File: config.mk
export PLATFORM = sky130hd
export DESIGN_NAME = ief_filter
export DESIGN_NICKNAME = d
export VERILOG_FILES = /design/src/rtl/ief_pkg.sv /design/src/rtl/ief_lookup.sv /design/src/rtl/ief_free_pick.sv /design/src/rtl/ief_plru.sv /design/src/rtl/ief_filter.sv
export SDC_FILE = /design/constraint.sdc
export NUM_CORES = 1
export LEC_CHECK = 0
export CORE_UTILIZATION = 47
export DETAILED_ROUTE_END_ITERATION = 7
export PLACE_DENSITY = 0.6
export RECOVER_POWER = 50
export SYNTH_ARGS = -nofsm -noshare
export SYNTH_HDL_FRONTEND = slang
export SYNTH_HIERARCHICAL = 1
export SYNTH_SLANG_ARGS = --single-unit
File: constraint.sdc
create_clock -name clk -period 5.6 [get_ports clk]
set_input_delay 0.84 -clock clk [delete_from_list [all_inputs] [get_ports clk]]
set_output_delay 0.84 -clock clk [all_outputs]
set_load 0.01 [all_outputs]
File: src/rtl/ief_pkg.sv
package ief_pkg;
  // Access kinds carried with each check event
  typedef enum logic {
    KIND_LOAD  = 1'b0,
    KIND_STORE = 1'b1
  } access_kind_e;
endpackage

File: src/rtl/ief_lookup.sv
module ief_lookup #(
  parameter int WAYS  = 4,
  parameter int TAG_W = 8,
  localparam int WAY_W = (WAYS > 1) ? $clog2(WAYS) : 1
) (
  input  logic [WAYS-1:0]            row_valid,
  input  logic [WAYS-1:0][TAG_W-1:0] row_tags,
  input  logic [TAG_W-1:0]           probe,
  output logic                       hit,
  output logic [WAY_W-1:0]           hit_way
);
  logic [WAYS-1:0] match;

  for (genvar w = 0; w < WAYS; w++) begin : g_cmp
    assign match[w] = row_valid[w] && (row_tags[w] == probe);
  end

  always_comb begin
    hit     = |match;
    hit_way = '0;
    for (int w = WAYS - 1; w >= 0; w--) begin
      if (match[w]) hit_way = WAY_W'(w);
    end
  end
endmodule

File: src/rtl/ief_free_pick.sv
module ief_free_pick #(
  parameter int WAYS = 4,
  localparam int WAY_W = (WAYS > 1) ? $clog2(WAYS) : 1
) (
  input  logic [WAYS-1:0]  row_valid,
  output logic             any_free,
  output logic [WAY_W-1:0] free_way
);
  always_comb begin
    any_free = ~&row_valid;
    free_way = '0;
    for (int w = WAYS - 1; w >= 0; w--) begin
      if (!row_valid[w]) free_way = WAY_W'(w);
    end
  end
endmodule

File: src/rtl/ief_plru.sv
module ief_plru #(
  parameter int WAYS = 4,
  localparam int WAY_W = $clog2(WAYS),
  localparam int NODES = WAYS - 1
) (
  input  logic [NODES-1:0] tree,
  input  logic [WAY_W-1:0] acc_way,
  output logic [WAY_W-1:0] victim,
  output logic [NODES-1:0] tree_next
);
  // Heap-ordered tree: node n (1-based) has children 2n and 2n+1.
  // A node bit of 0 steers the victim search left.
  always_comb begin
    int node;
    node = 1;
    for (int l = 0; l < WAY_W; l++) begin
      node = 2 * node + int'(tree[node-1]);
    end
    victim = WAY_W'(node - WAYS);
  end

  always_comb begin
    int node;
    tree_next = tree;
    node = 1;
    for (int l = 0; l < WAY_W; l++) begin
      tree_next[node-1] = ~acc_way[WAY_W-1-l];
      node = 2 * node + int'(acc_way[WAY_W-1-l]);
    end
  end
endmodule

File: src/rtl/ief_filter.sv
module ief_filter #(
  parameter int ADDR_W = 16,
  parameter int SETS   = 16,
  parameter int WAYS   = 4
) (
  input  logic              clk,
  input  logic              rst,
  input  logic              en,
  input  logic              flush,
  input  logic              ev_valid,
  input  logic [ADDR_W-1:0] ev_addr,
  input  logic              ev_store,
  output logic              out_valid,
  output logic [ADDR_W-1:0] out_addr,
  output logic              out_store
);
  import ief_pkg::*;

  localparam int SET_W = $clog2(SETS);
  localparam int WAY_W = $clog2(WAYS);
  localparam int TAG_W = ADDR_W - SET_W + 1;
  localparam int NODES = WAYS - 1;

  logic [SETS-1:0][WAYS-1:0]  valid_q;
  logic [SETS-1:0][NODES-1:0] plru_q;

  logic [SET_W-1:0]           set_idx;
  logic [TAG_W-1:0]           ev_tag;
  logic [WAYS-1:0][TAG_W-1:0] row_tags;
  logic                       hit, any_free;
  logic [WAY_W-1:0]           hit_way, free_way, victim, fill_way, acc_way;
  logic [NODES-1:0]           plru_nxt;
  logic                       active, install, drop;
  access_kind_e               kind;

  assign kind    = access_kind_e'(ev_store);
  assign set_idx = ev_addr[SET_W-1:0];
  assign ev_tag  = {ev_addr[ADDR_W-1:SET_W], kind == KIND_STORE};

  // One tag memory per way: written on fill, read at the event's set
  for (genvar w = 0; w < WAYS; w++) begin : g_way
    logic [TAG_W-1:0] mem [SETS];
    always_ff @(posedge clk) begin
      if (install && fill_way == WAY_W'(w)) mem[set_idx] <= ev_tag;
    end
    assign row_tags[w] = mem[set_idx];
  end

  ief_lookup #(.WAYS(WAYS), .TAG_W(TAG_W)) u_lookup (
    .row_valid (valid_q[set_idx]),
    .row_tags  (row_tags),
    .probe     (ev_tag),
    .hit       (hit),
    .hit_way   (hit_way)
  );

  ief_free_pick #(.WAYS(WAYS)) u_free (
    .row_valid (valid_q[set_idx]),
    .any_free  (any_free),
    .free_way  (free_way)
  );

  ief_plru #(.WAYS(WAYS)) u_plru (
    .tree      (plru_q[set_idx]),
    .acc_way   (acc_way),
    .victim    (victim),
    .tree_next (plru_nxt)
  );

  assign active   = ev_valid && en && !flush;
  assign drop     = active && hit;
  assign install  = active && !hit;
  assign fill_way = any_free ? free_way : victim;
  assign acc_way  = hit ? hit_way : fill_way;

  always_ff @(posedge clk) begin
    if (rst) begin
      valid_q   <= '0;
      plru_q    <= '0;
      out_valid <= 1'b0;
      out_addr  <= '0;
      out_store <= 1'b0;
    end else begin
      if (flush) begin
        valid_q <= '0;
      end else if (install) begin
        valid_q[set_idx][fill_way] <= 1'b1;
      end
      if (active) plru_q[set_idx] <= plru_nxt;
      out_valid <= ev_valid && !drop;
      out_addr  <= ev_addr;
      out_store <= ev_store;
    end
  end
endmodule

==> summary.txt, run 1 <==
Final layout
  – Design area: around 43000 um^2
  – Synthesis-to-layout area growth: 14.34%
  – Ant. Diodes: 0
  – Fraction of layout cells with a size suffix above 1: around 25%
  – NumNets Final: 2071
  – Fillers: 6009

Drt
  – Vias: roughly 19000
  – Via-to-Cell Ratio: between 5 and 6
  – Avg WL per Cell: about 28 um
  – Antenna Violating Nets Remaining: 0
  – Starting DRC count in detailed routing: 2008
  – DRT Pass-1 Iters: 6
  – Wirelength, routed: around 90000 um
  – Remaining routing DRC violations: 0

Synthesis
  – Top_reg_cell synth: edfxtp_1
  – Cell accounting for the most synthesized area: edfxtp_1
  – Yosys top cell area share: about two thirds
  – EDFF count, synth: about 830
  – Mapped Cells: 1899
  – Register area share after synthesis: about three quarters
  – Netlist cell types: 42
  – Most frequent cells after synthesis: edfxtp_1 (832), mux4_2 (236), dfxtp_1 (130), a22oi_1 (118), nand2_1 (91)
  – Mean post-synth cell area: around 20 um^2
  – Yosys warns: 6
  – Mapped Area: 37290 um^2
  – Most common cell in the synthesized netlist: edfxtp_1
  – Fraction of registers with async set/reset: 0%
  – Post-synth net total: ~1900
  – #FFs+latches synth: a little under 1000
  – Area contributors post-synth: edfxtp_1 (67%), mux4_2 (14%), dfxtp_1 (7.0%), a22oi_1 (2.4%), o21a_1 (1.3%)

Power and ir drop
  – Peak supply drop: approximately 0.34 mV
  – Tot Pwr: ~15000 uW
  – P per Cell Area: 353.2 nW/um^2
  – Leakage: between 0.01 and 0.015 uW

Floorplan
  – Die Area: about 80000 um^2
  – Initial core utilization: 47.82%
  – CORE AREA: approximately 78000 um^2
  – Core Rows: just over 100
  – I/O Pins: 40
  – Die Ht: about 280 um
  – Die Wd: 283.7 um

Worst hold path
  – Hold Path Class: register to register

GRT
  – Initial antenna violation count: 3
  – First-pass GRT wire length: approximately 130000 um
  – Vias in the first global route: around 19000
  – Largest net degree at the start of global routing: 68
  – GRT overflow: 0
  – Overall Global Routing Usage: a little under a quarter

STA
  – Min cycle time layout: around 5.0 ns
  – Fin. Hold Viols: 0
  – Setup ws final: slightly below 0.6 ns
  – Setup TNS: 0 ns
  – Relative slew slack: -45.05%
  – Slew Limit Fails: 369
  – Fin crit share: about 90%
  – Worst Max-Slew Pin Slew: between 2 and 2.5 ns
  – F_max: around 0.20 GHz
  – Final setup fails: 0
  – RSZ-0062 raised after global routing: no
  – Worst Skew: 0.02465 ns

CTS
  – Resized cells post-CTS: 0
  – Worst-skew pair later-pin latency: 0.66 ns
  – # Post-CTS Setup Buffers: 0
  – Root Buffer: clkbuf_16
  – Clk sinks: 962
  – Total CTS buffers: between 90 and 100
  – CTS tree: done
  – Clk pin slew, worst setup/hold paths: 0.06 ns
  – Clk buf depth: 3
  – CTS Hold Bufs: 0
  – CTS H-Tree Depth: 3

Critical path
  – Crit path capture type: register
  – Critical path arrival: about 5.3 ns
  – Crit Path Max Fanout: 21
  – Req. time, crit path: roughly 6 ns
  – CP Class: primary input to register
  – Critical Path Start Type: primary input

Place
  – Place WS: about 0.18 ns
  – Hpwl dp: 53390 um
  – Port Buffer Count: 39
  – Post-DP Area: around 40000 um^2
  – Routability Congestion: roughly 0.79

Outcome
  – Failing checks: capacitance limit, slew limit
  – Outcome: finished with violations

Job
  – # Max-Cap Violations: 15
-- worst max-delay path, cell delays in order --
cell and delay (ns):
clkbuf_1 1.14, clkbuf_1 0.81, xnor2_1 0.14, nand4_1 0.12, nor4_1 0.06, clkbuf_1 0.22, nor2_1 0.13, nand2_1 0.16
or4_1 0.56, buf_4 0.23, nor2_1 0.11, clkbuf_1 0.73
-- final timing paths --
path,from,endpoint,slack (ns),depth (start not counted)
worst max-delay path,ev_addr[5],g_way[0].mem[11][12],0.59,12
worst min-delay path,valid_q[62],valid_q[62],0.46,1
worst max register to register,g_way[0].mem[8][11],g_way[0].mem[11][12],1.33,13
worst min register to register,valid_q[62],valid_q[62],0.46,1
-- final cells by class --
class                   instances  area [um^2]  area share, %
clock inverters                50        451.7          1.059
flip-flops and latches        962        27590          64.70
inverters                       4        15.01        0.03522
clock buffers                 136         2795          6.556
repair buffers                174         1381          3.240
multi-input cells             808         9104          21.35
well taps                    1040         1301          3.052
-- where the power goes --
part / switching (uW) / total [uW] / leakage, uW / internal [uW]
Combinational: 457 / 734 / 0.00369 / 277
Clock: 2700 / 6520 / 0.00161 / 3820
Sequential: 5.35 / 7800 / 0.00853 / 7800
Total: 3160 / 15100 / 0.0138 / 11900
-- per-layer routing --
| layer | GRT usage [%] | wire (um) |
|---|---|---|
| met2 | 35.68 | 42970 |
| met1 | 32.86 | 38910 |
| met5 | 0 | 0 |
| met4 | 5.811 | 2108 |
| met3 | 3.834 | 5776 |
-- through the flow --
stage | utilization [%] | instances | hold slack, ns
floorplan | - | 1899 | 0.4354
global placement | 50.74 | 2988 | 0.4408
detailed placement | 50.74 | 2988 | 0.4478
CTS | 54.90 | 3174 | 0.4609
global route | 54.68 | 3174 | 0.4732
finish | 54.68 | 3174 | 0.4622
-- flip-flops by register name, indices dropped and copies added, names as in the netlist --
| signal | count |
|---|---|
| valid_q | 64 |
| out_valid | 1 |
| plru_q | 48 |
| out_store | 1 |
| g_way.mem | 832 |
| out_addr | 16 |
-- layout by cell type (no fill, tap or decap), types with 3 or more instances in the layout --
master,instances
edfxtp_1,832
mux4_2,236
dfxtp_1,130
a22oi_1,118
clkbuf_16,104
nand2_1,91
buf_4,80
nor2_1,78
clkbuf_1,75
o21a_1,64
xnor2_1,48
mux2i_1,34
clkinv_2,23
nor2b_1,19
a21oi_1,18
dlygate4sd3_1,18
nor2_2,16
o21ai_0,16
buf_12,16
nand4_1,15
nor2_4,14
clkinv_1,12
nand3_1,11
clkbuf_8,7
bufinv_16,7
nand4b_1,5
clkdlybuf4s50_1,5
inv_1,4
xnor2_2,4
nor2b_4,3
clkbuf_2,3
-- kinds of logic after synthesis --
family / Yosys count / share of synthesized area (%)
xor gates and xnor gates: 52 / 1.302
DFF: 962 / 73.98
AOI/OAI and AO/OA: 218 / 4.164
muxes: 274 / 15.31
buffers and inverters: 129 / 1.654
and+or+nand+nor: 264 / 3.590
Note: power is estimated with default switching activity, not from simulation.
==> inputs of run 2 (changes only) <==
--- a/config.mk
+++ b/config.mk
@@ -5,6 +5,7 @@
 export SDC_FILE = /design/constraint.sdc
 export NUM_CORES = 1
 export LEC_CHECK = 0
+export ABC_CLOCK_PERIOD_IN_PS = 5600
 export CORE_UTILIZATION = 47
 export DETAILED_ROUTE_END_ITERATION = 7
 export PLACE_DENSITY = 0.6
==> results of run 2 <==
The final DEF is identical to that of run 1; final timing and power are the same.
